**config.mk**
```make
export PLATFORM = sky130hd
export DESIGN_NAME = opc_evt_decoder
export DESIGN_NICKNAME = d
export VERILOG_FILES = /design/src/rtl/opc_evt_pkg.sv /design/src/rtl/opc_tog_sync.sv /design/src/rtl/opc_field_split.sv /design/src/rtl/opc_class_select.sv /design/src/rtl/opc_hs_ctrl.sv /design/src/rtl/opc_evt_decoder.sv
export SDC_FILE = /design/constraint.sdc
export NUM_CORES = 1
export LEC_CHECK = 0
export BUFFER_PORTS_ARGS = -buffer_cell sky130_fd_sc_hd__buf_2
export CAP_MARGIN = 20
export CORE_ASPECT_RATIO = 1.25
export CORE_MARGIN = 2
export CORE_UTILIZATION = 28
export DETAILED_ROUTE_END_ITERATION = 10
export GPL_ROUTABILITY_DRIVEN = 1
export SYNTH_ARGS = -nofsm -noshare
export SYNTH_HDL_FRONTEND = slang
export SYNTH_SLANG_ARGS = --single-unit
export TNS_END_PERCENT = 5
```
**constraint.sdc**
```tcl
create_clock -name clk -period 2.6 [get_ports clk]
set_input_delay 0 -clock clk [delete_from_list [all_inputs] [get_ports clk]]
set_output_delay 0 -clock clk [all_outputs]
set_load 0.01 [all_outputs]
```
**src/rtl/opc_evt_pkg.sv**
```systemverilog
package opc_evt_pkg;

   localparam int CLS_W   = 2;
   localparam int CLS_CNT = 3;
   localparam int IDX_J   = 0;
   localparam int IDX_R   = 1;
   localparam int IDX_I   = 2;

   typedef enum logic [CLS_W-1:0] {
      CLS_ILLEGAL = 2'b00,
      CLS_ITYPE   = 2'b01,
      CLS_RTYPE   = 2'b10,
      CLS_JTYPE   = 2'b11
   } opc_cls_e;

   function automatic logic [CLS_CNT-1:0] cls_onehot(input opc_cls_e c);
      logic [CLS_CNT-1:0] v;
      v = '0;
      case (c)
         CLS_JTYPE: v[IDX_J] = 1'b1;
         CLS_RTYPE: v[IDX_R] = 1'b1;
         CLS_ITYPE: v[IDX_I] = 1'b1;
         default:   v = '0;
      endcase
      return v;
   endfunction

endpackage

```
**src/rtl/opc_tog_sync.sv**
```systemverilog
module opc_tog_sync #(
   parameter int W      = 1,
   parameter int STAGES = 2
) (
   input  logic         clk,
   input  logic         rst_n,
   input  logic [W-1:0] din,
   output logic [W-1:0] dout
);

   generate
      if (STAGES < 0) begin : g_bad_depth
         $error("opc_tog_sync: STAGES must not be negative");
      end

      if (STAGES == 0) begin : g_pass
         assign dout = din;
      end else begin : g_chain
         logic [W-1:0] stage_q [STAGES];

         always_ff @(posedge clk or negedge rst_n) begin
            if (!rst_n) begin
               for (int i = 0; i < STAGES; i++) stage_q[i] <= '0;
            end else begin
               stage_q[0] <= din;
               for (int i = 1; i < STAGES; i++) stage_q[i] <= stage_q[i-1];
            end
         end

         assign dout = stage_q[STAGES-1];
      end
   endgenerate

endmodule

```
**src/rtl/opc_field_split.sv**
```systemverilog
module opc_field_split
   import opc_evt_pkg::*;
#(
   parameter int DATA_W = 32,
   parameter int OPC_W  = 6,
   parameter int REG_W  = 5
) (
   input  logic [DATA_W-1:0]                instr,
   output opc_cls_e                         cls,
   output logic [OPC_W-CLS_W-1:0]           sub_op,
   output logic [REG_W-1:0]                 rs1,
   output logic [REG_W-1:0]                 rs2,
   output logic [REG_W-1:0]                 rd,
   output logic [DATA_W-OPC_W-3*REG_W-1:0]  func,
   output logic [DATA_W-OPC_W-2*REG_W-1:0]  imm,
   output logic [DATA_W-OPC_W-1:0]          off
);

   localparam int SUB_W  = OPC_W - CLS_W;
   localparam int OFF_W  = DATA_W - OPC_W;
   localparam int IMM_W  = OFF_W - 2*REG_W;
   localparam int FUNC_W = OFF_W - 3*REG_W;
   localparam int CLS_HI = DATA_W - 1;
   localparam int SUB_HI = CLS_HI - CLS_W;
   localparam int RS1_HI = OFF_W - 1;
   localparam int RS2_HI = RS1_HI - REG_W;
   localparam int RRD_HI = RS2_HI - REG_W;
   localparam int IRD_HI = RS2_HI;

   logic [REG_W-1:0] rd_rtype;
   logic [REG_W-1:0] rd_itype;

   assign cls      = opc_cls_e'(instr[CLS_HI -: CLS_W]);
   assign sub_op   = instr[SUB_HI -: SUB_W];
   assign rs1      = instr[RS1_HI -: REG_W];
   assign rs2      = instr[RS2_HI -: REG_W];
   assign rd_rtype = instr[RRD_HI -: REG_W];
   assign rd_itype = instr[IRD_HI -: REG_W];
   assign func     = instr[FUNC_W-1:0];
   assign imm      = instr[IMM_W-1:0];
   assign off      = instr[OFF_W-1:0];

   always_comb begin
      case (cls)
         CLS_ITYPE: rd = rd_itype;
         default:   rd = rd_rtype;
      endcase
   end

endmodule

```
**src/rtl/opc_class_select.sv**
```systemverilog
module opc_class_select #(
   parameter int N = 3
) (
   input  logic         clk,
   input  logic         rst_n,
   input  logic         fire,
   input  logic [N-1:0] sel,
   output logic [N-1:0] tog
);

   generate
      for (genvar k = 0; k < N; k++) begin : g_sel
         logic tog_q;

         always_ff @(posedge clk or negedge rst_n) begin
            if (!rst_n)              tog_q <= 1'b0;
            else if (fire && sel[k]) tog_q <= ~tog_q;
         end

         assign tog[k] = tog_q;
      end
   endgenerate

endmodule

```
**src/rtl/opc_hs_ctrl.sv**
```systemverilog
module opc_hs_ctrl #(
   parameter int N = 3
) (
   input  logic         clk,
   input  logic         rst_n,
   input  logic         req_s,
   input  logic [N-1:0] ack_s,
   input  logic [N-1:0] cls_tog,
   input  logic [N-1:0] sel,
   output logic         fire,
   output logic         ack_tog,
   output logic         err
);

   logic         busy_q;
   logic [N-1:0] pend_q;
   logic         ack_q;
   logic         err_q;
   logic         legal;
   logic         done;

   assign legal = |sel;
   assign fire  = !busy_q && (req_s != ack_q);
   assign done  = busy_q && (|(pend_q & ~(ack_s ^ cls_tog)));

   always_ff @(posedge clk or negedge rst_n) begin
      if (!rst_n) begin
         busy_q <= 1'b0;
         pend_q <= '0;
         ack_q  <= 1'b0;
         err_q  <= 1'b0;
      end else if (fire) begin
         if (legal) begin
            busy_q <= 1'b1;
            pend_q <= sel;
            err_q  <= 1'b0;
         end else begin
            ack_q  <= ~ack_q;
            err_q  <= 1'b1;
         end
      end else if (done) begin
         busy_q <= 1'b0;
         pend_q <= '0;
         ack_q  <= ~ack_q;
      end
   end

   assign ack_tog = ack_q;
   assign err     = err_q;

endmodule

```
**src/rtl/opc_evt_decoder.sv**
```systemverilog
module opc_evt_decoder
   import opc_evt_pkg::*;
#(
   parameter int DATA_W      = 32,
   parameter int OPC_W       = 6,
   parameter int REG_W       = 5,
   parameter int SYNC_STAGES = 2
) (
   input  logic                               clk,
   input  logic                               rst_n,
   input  logic [DATA_W-1:0]                  instr_i,
   input  logic                               req_tgl_i,
   input  logic [2:0]                         dn_ack_i,
   output logic [2:0]                         cls_req_o,
   output logic                               ack_tgl_o,
   output logic                               err_o,
   output logic [OPC_W-2-1:0]                 sub_op_o,
   output logic [REG_W-1:0]                   rs1_o,
   output logic [REG_W-1:0]                   rs2_o,
   output logic [REG_W-1:0]                   rd_o,
   output logic [DATA_W-OPC_W-3*REG_W-1:0]    func_o,
   output logic [DATA_W-OPC_W-2*REG_W-1:0]    imm_o,
   output logic [DATA_W-OPC_W-1:0]            off_o
);

   localparam int SUB_W  = OPC_W - CLS_W;
   localparam int OFF_W  = DATA_W - OPC_W;
   localparam int IMM_W  = OFF_W - 2*REG_W;
   localparam int FUNC_W = OFF_W - 3*REG_W;

   generate
      if (CLS_CNT != 3) begin : g_bad_cnt
         $error("opc_evt_decoder: exactly three classes are supported");
      end
      if (OPC_W <= CLS_W) begin : g_bad_opc
         $error("opc_evt_decoder: opcode must be wider than the class code");
      end
      if (FUNC_W < 1) begin : g_bad_fields
         $error("opc_evt_decoder: word too narrow for the R-type layout");
      end
      if (SYNC_STAGES < 0) begin : g_bad_sync
         $error("opc_evt_decoder: SYNC_STAGES must not be negative");
      end
   endgenerate

   logic                 req_s;
   logic [CLS_CNT-1:0]   ack_s;
   logic [CLS_CNT-1:0]   sel;
   logic [CLS_CNT-1:0]   cls_tog;
   logic                 fire;
   opc_cls_e             cls;
   logic [SUB_W-1:0]     sub_d;
   logic [REG_W-1:0]     rs1_d, rs2_d, rd_d;
   logic [FUNC_W-1:0]    func_d;
   logic [IMM_W-1:0]     imm_d;
   logic [OFF_W-1:0]     off_d;

   opc_tog_sync #(.W(1 + CLS_CNT), .STAGES(SYNC_STAGES)) u_sync (
      .clk   (clk),
      .rst_n (rst_n),
      .din   ({req_tgl_i, dn_ack_i}),
      .dout  ({req_s, ack_s})
   );

   opc_field_split #(.DATA_W(DATA_W), .OPC_W(OPC_W), .REG_W(REG_W)) u_split (
      .instr  (instr_i),
      .cls    (cls),
      .sub_op (sub_d),
      .rs1    (rs1_d),
      .rs2    (rs2_d),
      .rd     (rd_d),
      .func   (func_d),
      .imm    (imm_d),
      .off    (off_d)
   );

   assign sel = cls_onehot(cls);

   opc_hs_ctrl #(.N(CLS_CNT)) u_ctrl (
      .clk     (clk),
      .rst_n   (rst_n),
      .req_s   (req_s),
      .ack_s   (ack_s),
      .cls_tog (cls_tog),
      .sel     (sel),
      .fire    (fire),
      .ack_tog (ack_tgl_o),
      .err     (err_o)
   );

   opc_class_select #(.N(CLS_CNT)) u_select (
      .clk   (clk),
      .rst_n (rst_n),
      .fire  (fire),
      .sel   (sel),
      .tog   (cls_tog)
   );

   assign cls_req_o = cls_tog;

   always_ff @(posedge clk or negedge rst_n) begin
      if (!rst_n) begin
         sub_op_o <= '0;
         rs1_o    <= '0;
         rs2_o    <= '0;
         rd_o     <= '0;
         func_o   <= '0;
         imm_o    <= '0;
         off_o    <= '0;
      end else if (fire) begin
         sub_op_o <= sub_d;
         rs1_o    <= rs1_d;
         rs2_o    <= rs2_d;
         rd_o     <= rd_d;
         func_o   <= func_d;
         imm_o    <= imm_d;
         off_o    <= off_d;
      end
   end

endmodule

```
==> run_summary.xml, run 1 <==
<?xml version="1.0" encoding="UTF-8"?>
<metrics>
  <group name="global_routing">
    <metric name="grt_first_pass_wirelength" unit="um">7514</metric>
    <metric name="grt_start_max_net_pins" unit="">30</metric>
    <metric name="number_of_global_route_vias_before_repair" unit="">1625</metric>
    <metric name="global_route.usage.total" unit="%">10.69</metric>
    <metric name="initial_antenna_violation_count" unit="">0</metric>
    <metric name="grt-ovfl-total" unit="">0</metric>
  </group>
  <group name="floorplan">
    <metric name="dieWidth" unit="um">84.95</metric>
    <metric name="floorplan.io_pins" unit="">115</metric>
    <metric name="die_area" unit="um^2">8935</metric>
    <metric name="die_h" unit="um">105.2</metric>
    <metric name="start_util" unit="%">29.10</metric>
    <metric name="num_rows" unit="">36</metric>
    <metric name="core_area" unit="um^2">7883</metric>
  </group>
  <group name="power">
    <metric name="finalPower" unit="uW">3845</metric>
    <metric name="switch_share" unit="%">36.79</metric>
    <metric name="combPwrFrac" unit="%">48.8</metric>
    <metric name="power.density" unit="nW/um^2">1223</metric>
    <metric name="power.switching" unit="uW">1414</metric>
    <metric name="internal_power" unit="uW">2431</metric>
    <metric name="maximum_vdd_drop" unit="uV">755.4</metric>
    <metric name="power.clock.fraction" unit="%">14.3</metric>
    <metric name="p_leak" unit="uW">0.001517</metric>
    <metric name="share_seq_of_total_power" unit="%">36.9</metric>
  </group>
  <group name="critical_path">
    <metric name="setup.worst_path.class" unit="">flip-flop to flip-flop</metric>
    <metric name="critPathLaunchType" unit="">flip-flop</metric>
    <metric name="cp_data_arrival_time" unit="ns">2.06</metric>
    <metric name="worst_ep_required_time" unit="ns">2.80</metric>
    <metric name="critical_path_buf_inv_count" unit="">1</metric>
    <metric name="worstSetupEndpointType" unit="">flip-flop</metric>
    <metric name="timing.critical_path.cells" unit="">xor2_1 -&gt; and2_2 -&gt; buf_4 -&gt; mux2_2</metric>
    <metric name="crit_path_top_delay_cell" unit="">sky130_fd_sc_hd__dfrtp_1</metric>
    <metric name="critical_path.top_delay_family" unit="">flip-flops</metric>
    <metric name="max_stage_delay" unit="ns">0.43</metric>
    <metric name="crit_fanout" unit="">14</metric>
  </group>
  <group name="placed_design">
    <metric name="dp_slack" unit="ns">0.7322</metric>
    <metric name="gp_congestion" unit="">0.7088</metric>
    <metric name="placed_area" unit="um^2">2683</metric>
    <metric name="port-buffer-count" unit="">114</metric>
    <metric name="half_perimeter_wire_length_of_the_detailed_placement_result" unit="um">3140</metric>
  </group>
  <group name="finish">
    <metric name="diodes" unit="">0</metric>
    <metric name="syn_to_final_growth" unit="%">37.10</metric>
    <metric name="nNetsFinal" unit="">326</metric>
    <metric name="final_cell_utilization_of_the_core" unit="%">39.89</metric>
    <metric name="fin_area" unit="um^2">3144</metric>
    <metric name="drive_gt1_share" unit="%">54.33</metric>
  </group>
  <group name="synth">
    <metric name="postSynthAreaPerCell" unit="um^2">13.11</metric>
    <metric name="yosysTopAreaCell" unit="">sky130_fd_sc_hd__dfrtp_1</metric>
    <metric name="synth_top_cell_area_share" unit="%">56.74</metric>
    <metric name="synth_cell_type_count" unit="">26</metric>
    <metric name="post_synth_main_area_contributors" unit="">sky130_fd_sc_hd__dfrtp_1 57%, sky130_fd_sc_hd__mux2_2 15%, sky130_fd_sc_hd__buf_4 14%</metric>
    <metric name="syn-instance-count" unit="">175</metric>
    <metric name="synth.yosys.seq_area_share" unit="%">56.74</metric>
    <metric name="syn_warnings" unit="">0</metric>
    <metric name="yosys_register_bits" unit="">52</metric>
    <metric name="mapped_nets" unit="">213</metric>
    <metric name="post_synth_instance_area" unit="um^2">2293</metric>
  </group>
  <group name="drt">
    <metric name="wl_per_cell" unit="um">11.75</metric>
    <metric name="viasPerCell" unit="">4.250</metric>
    <metric name="routed-via-count" unit="">1632</metric>
    <metric name="dr.first_iter.drc_count" unit="">18</metric>
    <metric name="route.detailed.drc" unit="">0</metric>
    <metric name="first_pass_iters" unit="">4</metric>
    <metric name="wirelength" unit="um">4511</metric>
    <metric name="antenna_violating_nets_post_route" unit="">0</metric>
  </group>
  <group name="sta">
    <metric name="drv_slew" unit="">0</metric>
    <metric name="max_clock_freq" unit="GHz">0.5377</metric>
    <metric name="finalHoldViolations" unit="">0</metric>
    <metric name="worst_clock_skew" unit="ns">0.003547</metric>
    <metric name="timing_worst_slew_pin_value" unit="ns">0.7815</metric>
    <metric name="post-route-period-util" unit="%">71.53</metric>
    <metric name="slew-limit-headroom" unit="%">47.79</metric>
    <metric name="timing.final.ws_setup" unit="ns">0.7401</metric>
    <metric name="unrepaired_setup_endpoints_after_global_routing" unit="">false</metric>
    <metric name="finalSetupViolations" unit="">0</metric>
    <metric name="fin_tns_setup" unit="ns">0</metric>
    <metric name="final.min_clock_period" unit="ns">1.860</metric>
  </group>
  <group name="status">
    <metric name="run_status" unit="">complete, no violations</metric>
  </group>
  <group name="cts">
    <metric name="max-clock-path-buffers" unit="">2</metric>
    <metric name="tritoncts_clock_tree" unit="">yes</metric>
    <metric name="ctsHtreeMaxLevel" unit="">2</metric>
    <metric name="ctsResizeCount" unit="">0</metric>
    <metric name="clock-sinks" unit="">52</metric>
    <metric name="cts_root_buffer" unit="">sky130_fd_sc_hd__clkbuf_8</metric>
    <metric name="tritoncts.num_buffers" unit="">5</metric>
    <metric name="post-cts-setup-buffers" unit="">0</metric>
    <metric name="worstSkewPairLatency" unit="ns">0.31</metric>
    <metric name="clkTransAtPathRegs" unit="ns">0.09</metric>
    <metric name="post_cts_hold_buffer_count" unit="">35</metric>
  </group>
  <group name="min_path">
    <metric name="hp-class" unit="">input pin to flip-flop</metric>
  </group>
  <group name="flow_run">
    <metric name="max_cap_violations" unit="">0</metric>
  </group>
</metrics>
==> metrics by stage <==
stage | instances | hold WS, ns
after floorplan | 175 | -0.2956
after global placement | 341 | 0.06702
after detailed placement | 341 | 0.07512
after CTS | 384 | 0.003159
after global routing | 384 | 0.006454
final | 384 | 0.02296
==> logic make-up after synthesis <==
family,count (synthesis),share of synthesized area (%)
XOR/XNOR,8,3.055
multiplexers,35,16.91
buffers and inverters,49,15.17
flip-flops,52,56.74
AND/OR/NAND/NOR,15,3.329
AO/OA/AOI/OAI,16,4.801
==> registers in the layout, indices dropped and copies added (netlist names), 4 cells and up <==
register / cells
rs1_o: 4
func_o: 10
u_sync.dout: 4
rs2_o: 4
sub_op_o: 4
rd_o: 5
u_sync.g_chain.stage_q: 4
imm_o: 5
==> power groups by stage <==
stage	combinational [uW]	sequential (uW)	clock [uW]
floorplan	1380	1570	0
global placement	1860	1430	0
finish	1880	1420	549
detailed placement	1870	1440	0
CTS	1910	1420	583
global route	2040	1490	615
==> metal layers <==
layer	vias to the layer above	track usage [%]	routed length (um)
met1	776	11.47	1693
met4	0	4.422	100
met2	70	19.08	2384
li1	779	-	-
met3	7	3.318	332
met5	-	0	0
==> synth_stat cells <==
cell type / instances
sky130_fd_sc_hd__a211o_1: 2
sky130_fd_sc_hd__a21o_2: 1
sky130_fd_sc_hd__a21oi_1: 7
sky130_fd_sc_hd__a221o_1: 1
sky130_fd_sc_hd__a222oi_1: 1
sky130_fd_sc_hd__a2bb2oi_1: 1
sky130_fd_sc_hd__and2_1: 1
sky130_fd_sc_hd__buf_1: 1
sky130_fd_sc_hd__buf_2: 2
sky130_fd_sc_hd__buf_4: 43
sky130_fd_sc_hd__dfrtp_1: 52
sky130_fd_sc_hd__inv_1: 3
sky130_fd_sc_hd__mux2_2: 30
sky130_fd_sc_hd__mux2i_1: 5
sky130_fd_sc_hd__nand2_1: 1
sky130_fd_sc_hd__nand2b_1: 1
sky130_fd_sc_hd__nand3_1: 1
sky130_fd_sc_hd__nand3b_1: 1
sky130_fd_sc_hd__nor2_1: 7
sky130_fd_sc_hd__nor2b_1: 1
sky130_fd_sc_hd__nor3b_1: 1
sky130_fd_sc_hd__o211a_1: 1
sky130_fd_sc_hd__o21ai_0: 2
sky130_fd_sc_hd__or2b_1: 1
sky130_fd_sc_hd__xnor2_1: 7
sky130_fd_sc_hd__xor2_1: 1
==> cells in the final DEF, fill, tap and decap left out, types with 2 or more instances in the layout <==
master / synthesis / layout
sky130_fd_sc_hd__buf_2: 2 / 114
sky130_fd_sc_hd__o21ai_0: 2 / 2
sky130_fd_sc_hd__mux2i_1: 5 / 5
sky130_fd_sc_hd__nor2_1: 7 / 7
sky130_fd_sc_hd__xnor2_1: 7 / 7
sky130_fd_sc_hd__a211o_1: 2 / 2
sky130_fd_sc_hd__clkbuf_8: 0 / 5
sky130_fd_sc_hd__inv_1: 3 / 3
sky130_fd_sc_hd__mux2_2: 30 / 30
sky130_fd_sc_hd__buf_4: 43 / 2
sky130_fd_sc_hd__dlygate4sd3_1: 0 / 35
sky130_fd_sc_hd__dfrtp_1: 52 / 52
sky130_fd_sc_hd__a21oi_1: 7 / 7
==> worst min-delay path, delay by kind of cell <==
kind / cells / cell delay (ns)
xor gates and xnor gates: 1 / 0.06
buffers and inverters: 1 / 0.14
and+or+nand+nor: 1 / 0.10
==> final timing paths <==
kind,from,endpoint,slack [ns],cells past startpoint
worst max-delay path,u_ctrl.ack_tog,imm_o[13],0.74,4
worst min-delay path,instr_i[31],u_select.g_sel[1].tog_q,0.02,3
worst max register to register,u_ctrl.ack_tog,imm_o[13],0.74,4
worst min register to register,u_sync.g_chain.stage_q[5],u_sync.dout[1],0.35,0
max in group asynchronous,rst_n,rs1_o[3],1.62,3
min in group asynchronous,rst_n,rs1_o[1],0.24,2
==> area by class of cell <==
class | instances | area (um^2)
Clock inverter | 3 | 42.54
Tap cell | 95 | 118.9
Timing Repair Buffer | 152 | 955.9
Multi-Input combinational cell | 74 | 645.6
Sequential cell | 52 | 1301
Clock buffer | 5 | 68.82
Fill cell | 760 | 4738
Inverter | 3 | 11.26
Power figures use the tool's default switching activity.
==> inputs of run 2 (changes only) <==
- clock period: 2.6 -> 1.6 ns (I/O delays scaled with it)
==> run 2 against run 1 <==
Net effect: clock skew rose by 0.0044 ns; critical path depth rose by 1; global-route usage rose by 0.37 points; sequential power rose by 64%; die area did not move; sequential share of layout area fell by 0.58 points; maximum frequency rose by 24%; worst setup slack got worse by 0.64 ns; wire length rose by 7.8%; first-iteration DRC count rose to 3.2 times the previous value; critical endpoint is now u_ctrl.pend_q[1]; largest power group unchanged.
==> run_summary.xml, run 2 (synthesized netlist as in run 1, its figures left out) <==
<?xml version="1.0" encoding="UTF-8"?>
<metrics>
  <group name="sta">
    <metric name="finalSetupViolations" unit="">0</metric>
    <metric name="slew-limit-headroom" unit="%">63.37</metric>
    <metric name="post-route-period-util" unit="%">93.93</metric>
    <metric name="worst_clock_skew" unit="ns">0.007897</metric>
    <metric name="drv_slew" unit="">0</metric>
    <metric name="max_clock_freq" unit="GHz">0.6654</metric>
    <metric name="fin_hold_ws" unit="ns">0.03197</metric>
    <metric name="fin_tns_setup" unit="ns">0</metric>
    <metric name="timing_worst_slew_pin_value" unit="ns">0.5495</metric>
    <metric name="finalHoldViolations" unit="">0</metric>
    <metric name="unrepaired_setup_endpoints_after_global_routing" unit="">false</metric>
    <metric name="final.min_clock_period" unit="ns">1.503</metric>
  </group>
  <group name="cts">
    <metric name="ctsHtreeMaxLevel" unit="">2</metric>
    <metric name="tritoncts.num_buffers" unit="">5</metric>
    <metric name="cts_root_buffer" unit="">sky130_fd_sc_hd__clkbuf_8</metric>
    <metric name="clkTransAtPathRegs" unit="ns">0.09</metric>
    <metric name="worstSkewPairLatency" unit="ns">0.30</metric>
    <metric name="max-clock-path-buffers" unit="">2</metric>
    <metric name="tritoncts_clock_tree" unit="">yes</metric>
    <metric name="clock-sinks" unit="">52</metric>
  </group>
  <group name="floorplan">
    <metric name="die_h" unit="um">105.2</metric>
    <metric name="core_area" unit="um^2">7883</metric>
    <metric name="num_rows" unit="">36</metric>
    <metric name="start_util" unit="%">29.10</metric>
    <metric name="floorplan.io_pins" unit="">115</metric>
    <metric name="die_area" unit="um^2">8935</metric>
    <metric name="dieWidth" unit="um">84.95</metric>
  </group>
  <group name="finish">
    <metric name="fill_cells" unit="">731</metric>
    <metric name="final-seq-area" unit="um^2">1303</metric>
    <metric name="reg.largest.list" unit="">func_o (10), imm_o (5), rd_o (5)</metric>
    <metric name="flip_flop_count_of_the_largest_register_after_layout" unit="">10</metric>
    <metric name="syn_to_final_growth" unit="%">39.17</metric>
    <metric name="drive_gt1_share" unit="%">55.93</metric>
    <metric name="regMostFlops" unit="">func_o</metric>
    <metric name="layout.cells.most_common" unit="">sky130_fd_sc_hd__buf_2</metric>
    <metric name="layout_common_cells" unit="">114 x sky130_fd_sc_hd__buf_2, 51 x sky130_fd_sc_hd__dfrtp_1, 35 x sky130_fd_sc_hd__dlygate4sd3_1</metric>
    <metric name="diodes" unit="">0</metric>
    <metric name="multi_input_logic_area" unit="um^2">653.1</metric>
    <metric name="nNetsFinal" unit="">332</metric>
  </group>
  <group name="drt">
    <metric name="wirelength" unit="um">4861</metric>
    <metric name="route.detailed.drc" unit="">0</metric>
    <metric name="dr.first_iter.drc_count" unit="">57</metric>
    <metric name="first_pass_iters" unit="">4</metric>
    <metric name="routed-via-count" unit="">1657</metric>
    <metric name="antenna_violating_nets_post_route" unit="">0</metric>
    <metric name="wl_per_cell" unit="um">12.46</metric>
    <metric name="viasPerCell" unit="">4.249</metric>
  </group>
  <group name="power">
    <metric name="maximum_vdd_drop" unit="uV">1064</metric>
    <metric name="power.density" unit="nW/um^2">1977</metric>
    <metric name="p_leak" unit="uW">0.001548</metric>
  </group>
  <group name="global_routing">
    <metric name="global_route.usage.total" unit="%">11.05</metric>
    <metric name="grt-ovfl-total" unit="">0</metric>
    <metric name="grt_first_pass_wirelength" unit="um">7817</metric>
    <metric name="grt_use_met2" unit="%">20.31</metric>
    <metric name="number_of_global_route_vias_before_repair" unit="">1613</metric>
    <metric name="grt.busiest_layer" unit="">met2</metric>
    <metric name="initial_antenna_violation_count" unit="">0</metric>
    <metric name="groute.layer.met3.usage" unit="%">2.449</metric>
    <metric name="grt_start_max_net_pins" unit="">31</metric>
    <metric name="grt_util_met1" unit="%">12.34</metric>
  </group>
  <group name="flow_run">
    <metric name="max_cap_violations" unit="">0</metric>
  </group>
  <group name="critical_path">
    <metric name="worst_ep_required_time" unit="ns">1.82</metric>
    <metric name="critPathLaunchType" unit="">flip-flop</metric>
    <metric name="cp_data_arrival_time" unit="ns">1.72</metric>
    <metric name="crit_fanout" unit="">4</metric>
    <metric name="worstSetupEndpointType" unit="">flip-flop</metric>
    <metric name="setup.worst_path.class" unit="">flip-flop to flip-flop</metric>
  </group>
  <group name="placed_design">
    <metric name="port-buffer-count" unit="">114</metric>
    <metric name="half_perimeter_wire_length_of_the_detailed_placement_result" unit="um">3298</metric>
    <metric name="gp_congestion" unit="">0.7786</metric>
  </group>
  <group name="min_path">
    <metric name="hp-class" unit="">input pin to flip-flop</metric>
  </group>
  <group name="status">
    <metric name="run_status" unit="">complete, no violations</metric>
  </group>
</metrics>
-- run 2: report_power, final --
part	internal (uW)	switching [uW]	total [uW]
logic	1690	1520	3210
clock network	346	419	765
registers	1910	424	2330
-- run 2: critical path, stage by stage (launching register included) --
cell and delay (ns):
sky130_fd_sc_hd__dfrtp_1 0.42, sky130_fd_sc_hd__xnor2_1 0.14, sky130_fd_sc_hd__a222oi_1 0.30, sky130_fd_sc_hd__buf_4 0.19
sky130_fd_sc_hd__or2b_1 0.23, sky130_fd_sc_hd__o21ai_0 0.15
-- run 2: timing repair --
action | CTS | global route
hold endpoints to repair | 56 | 0
hold buffers | 35 | 0
gates resized for setup | 0 | 1
setup buffers | 0 | 2
setup endpoints to repair | 0 | 3
-- run 2: area by class of cell --
cell class | instances | share of cell area [%]
sequential | 52 | 40.81
timing repair buffer | 158 | 31.75
multi-input combinational | 74 | 20.46
tap | 95 | 3.724
clock buffer | 6 | 2.587
inverter | 3 | 0.3528
clock inverter | 2 | 0.3136
-- run 2: metal layers --
metal,up-vias,share of wire [%]
li1,783,-
met1,802,39
met2,66,54
met3,6,5.6
met4,0,1.5
met5,-,0
-- run 2: metrics by stage --
| stage | total power, uW | std cells | utilization, % | setup WS (ns) | instance area, um^2 |
|---|---|---|---|---|---|
| after floorplan | 4810 | 175 | - | 0.009524 | 2302 |
| after global placement | 5425 | 345 | 34.68 | 0.1084 | 2734 |
| after detailed placement | 5496 | 345 | 34.68 | 0.02235 | 2734 |
| after CTS | 6352 | 388 | 40.30 | 0.02615 | 3177 |
| after global routing | 6793 | 390 | 40.49 | 0.005398 | 3192 |
| final | 6310 | 390 | 40.49 | 0.09720 | 3192 |
-- run 2: final timing paths --
check                                          start                       to  slack (ns)  depth (start not counted)
setup / recovery             u_select.g_sel[0].tog_q         u_ctrl.pend_q[1]         0.1                          5
hold / removal                           instr_i[31]  u_select.g_sel[1].tog_q        0.03                          3
setup reg to reg             u_select.g_sel[0].tog_q         u_ctrl.pend_q[1]         0.1                          5
hold reg to reg            u_sync.g_chain.stage_q[7]           u_sync.dout[3]        0.36                          0
max in group asynchronous                      rst_n           u_ctrl.ack_tog        0.83                          3
min in group asynchronous                      rst_n                func_o[9]        0.21                          2
==> inputs of run 3 (changes only) <==
- CORE_ASPECT_RATIO: 1.25 -> 2
- PLACE_DENSITY: default -> 0.51
==> run 3 against run 2 <==
Net effect: hold slack better by 0.027 ns; non-clock buffer count shrank 1; count of clock-buffer cells in the layout increased by 1; critical path type unchanged.
==> run_summary.xml, run 3 (synthesized netlist as in run 1, its figures left out) <==
<?xml version="1.0" encoding="UTF-8"?>
<metrics>
  <group name="min_path">
    <metric name="hold_path_depth" unit="">3</metric>
    <metric name="hp-class" unit="">input pin to flip-flop</metric>
  </group>
  <group name="finish">
    <metric name="flip_flop_count_of_the_largest_register_after_layout" unit="">10</metric>
    <metric name="reg.largest.list" unit="">func_o (10), imm_o (5), rd_o (5)</metric>
    <metric name="final_cell_utilization_of_the_core" unit="%">41.24</metric>
    <metric name="layout_common_cells" unit="">114 x sky130_fd_sc_hd__buf_2, 51 x sky130_fd_sc_hd__dfrtp_1, 35 x sky130_fd_sc_hd__dlygate4sd3_1</metric>
    <metric name="drive_gt1_share" unit="%">55.78</metric>
    <metric name="nNetsFinal" unit="">331</metric>
    <metric name="diodes" unit="">0</metric>
    <metric name="syn_to_final_growth" unit="%">42.83</metric>
    <metric name="regMostFlops" unit="">func_o</metric>
    <metric name="layout.cells.most_common" unit="">sky130_fd_sc_hd__buf_2</metric>
  </group>
  <group name="drt">
    <metric name="first_pass_iters" unit="">4</metric>
    <metric name="routed-via-count" unit="">1668</metric>
    <metric name="wl_per_cell" unit="um">12.97</metric>
    <metric name="antenna_violating_nets_post_route" unit="">0</metric>
    <metric name="wirelength" unit="um">5060</metric>
    <metric name="dr.first_iter.drc_count" unit="">60</metric>
    <metric name="route.detailed.drc" unit="">0</metric>
    <metric name="viasPerCell" unit="">4.277</metric>
  </group>
  <group name="floorplan">
    <metric name="dieWidth" unit="um">68.00</metric>
    <metric name="die_h" unit="um">132.0</metric>
    <metric name="core_area" unit="um^2">7943</metric>
    <metric name="start_util" unit="%">28.88</metric>
    <metric name="floorplan.io_pins" unit="">115</metric>
    <metric name="num_rows" unit="">46</metric>
    <metric name="die_area" unit="um^2">8975</metric>
  </group>
  <group name="critical_path">
    <metric name="crit_path_top_delay_cell" unit="">sky130_fd_sc_hd__dfrtp_1</metric>
    <metric name="worstSetupEndpointType" unit="">flip-flop</metric>
    <metric name="worst-r2r-cell-count" unit="">5</metric>
    <metric name="critical_path.top_delay_family" unit="">compound AO/OA/AOI/OAI gates</metric>
    <metric name="cp_data_arrival_time" unit="ns">1.70</metric>
    <metric name="critical_path_buf_inv_count" unit="">1</metric>
    <metric name="cp.depth" unit="">5</metric>
    <metric name="worst_ep_required_time" unit="ns">1.81</metric>
    <metric name="timing.critical_path.cells" unit="">xnor2_1 -&gt; a222oi_1 -&gt; buf_4 -&gt; or2b_1 -&gt; o21ai_0</metric>
    <metric name="critPathLaunchType" unit="">flip-flop</metric>
    <metric name="crit_fanout" unit="">3</metric>
    <metric name="setup.worst_path.class" unit="">flip-flop to flip-flop</metric>
    <metric name="max_stage_delay" unit="ns">0.41</metric>
  </group>
  <group name="power">
    <metric name="p_leak" unit="uW">0.001581</metric>
    <metric name="finalPower" unit="uW">6847</metric>
    <metric name="power.density" unit="nW/um^2">2090</metric>
    <metric name="maximum_vdd_drop" unit="uV">920.6</metric>
  </group>
  <group name="placed_design">
    <metric name="dp_slack" unit="ns">0.03704</metric>
    <metric name="gp_congestion" unit="">0.7000</metric>
    <metric name="half_perimeter_wire_length_of_the_detailed_placement_result" unit="um">3738</metric>
    <metric name="port-buffer-count" unit="">114</metric>
  </group>
  <group name="sta">
    <metric name="slew-limit-headroom" unit="%">77.25</metric>
    <metric name="unrepaired_setup_endpoints_after_global_routing" unit="">false</metric>
    <metric name="fin_tns_setup" unit="ns">0</metric>
    <metric name="post-route-period-util" unit="%">93.36</metric>
    <metric name="drv_slew" unit="">0</metric>
    <metric name="max_clock_freq" unit="GHz">0.6694</metric>
    <metric name="final.min_clock_period" unit="ns">1.494</metric>
    <metric name="finalHoldViolations" unit="">0</metric>
    <metric name="timing.final.ws_setup" unit="ns">0.1062</metric>
    <metric name="worst_clock_skew" unit="ns">0.005772</metric>
    <metric name="timing_worst_slew_pin_value" unit="ns">0.3413</metric>
    <metric name="finalSetupViolations" unit="">0</metric>
  </group>
  <group name="global_routing">
    <metric name="initial_antenna_violation_count" unit="">0</metric>
    <metric name="grt-ovfl-total" unit="">0</metric>
    <metric name="global_route.usage.total" unit="%">12.11</metric>
    <metric name="grt_start_max_net_pins" unit="">27</metric>
    <metric name="number_of_global_route_vias_before_repair" unit="">1660</metric>
    <metric name="grt_first_pass_wirelength" unit="um">8079</metric>
  </group>
  <group name="cts">
    <metric name="max-clock-path-buffers" unit="">2</metric>
    <metric name="clock-sinks" unit="">52</metric>
    <metric name="clkTransAtPathRegs" unit="ns">0.06</metric>
    <metric name="cts_root_buffer" unit="">sky130_fd_sc_hd__clkbuf_16</metric>
    <metric name="tritoncts.num_buffers" unit="">5</metric>
    <metric name="tritoncts_clock_tree" unit="">yes</metric>
    <metric name="worstSkewPairLatency" unit="ns">0.29</metric>
    <metric name="ctsHtreeMaxLevel" unit="">2</metric>
  </group>
  <group name="status">
    <metric name="run_status" unit="">complete, no violations</metric>
  </group>
  <group name="flow_run">
    <metric name="max_cap_violations" unit="">0</metric>
  </group>
</metrics>
run 3: cell count changes in the layout (fill, tap and decap cells not counted), sizes merged:
cell    delta
buf        -1
clkinv     -2
clkbuf     +1
bufinv     +1
run 3: repair_timing:
action | 4_1_cts | 5_1_grt
resized for setup | 0 | 1
setup endpoints to repair | 0 | 3
buffers inserted | 0 | 1
endpoints found under the hold margin | 86 | 0
hold buffers | 35 | 0
run 3: layer usage:
layer / wire [um] / GRT usage [%] / vias to the layer above / part of all wire, %
met5: 0 / 0 / - / 0
met2: 3001 / 22.49 / 58 / 59
met1: 1704 / 11.69 / 818 / 34
met4: 145 / 6.333 / 0 / 2.9
met3: 208 / 2.391 / 8 / 4.1
li1: - / - / 784 / -
run 3: worst paths after layout:
check | from | slack (ns) | to
worst max-delay path | u_select.g_sel[0].tog_q | 0.11 | u_ctrl.pend_q[2]
worst min-delay path | instr_i[31] | 0.06 | u_select.g_sel[1].tog_q
worst max register to register | u_select.g_sel[0].tog_q | 0.11 | u_ctrl.pend_q[2]
worst min register to register | u_sync.g_chain.stage_q[4] | 0.35 | u_sync.dout[0]
max in group asynchronous | rst_n | 0.96 | rd_o[4]
min in group asynchronous | rst_n | 0.07 | rs1_o[0]
run 3: tightest hold or removal path, cell delays in order:
cell	delay [ns]
sky130_fd_sc_hd__buf_2	0.14
sky130_fd_sc_hd__nand3b_1	0.10
sky130_fd_sc_hd__xnor2_1	0.06
run 3: layout make-up:
| class | count | area [um^2] |
|---|---|---|
| fill | 790 | 4667 |
| sequential | 52 | 1303 |
| timing repair buffer | 157 | 1006 |
| multi-input combinational | 74 | 653.1 |
| clock buffer | 7 | 152.6 |
| tap | 96 | 120.1 |
| clock inverter | 1 | 30.03 |
| inverter | 3 | 11.26 |
run 3: report_power, final:
part / internal, uW / switching (uW)
logic: 1690 / 1520
clock network: 824 / 462
registers: 1910 / 433
total: 4430 / 2420
run 3: metrics by stage:
step | instances | area, um^2 | hold WS, ns
final | 390 | 3276 | 0.05903
after floorplan | 175 | 2302 | -0.2956
after global placement | 346 | 2735 | -0.1564
after global routing | 390 | 3276 | 0.09036
after CTS | 389 | 3268 | 0.05897
after detailed placement | 346 | 2735 | -0.1559
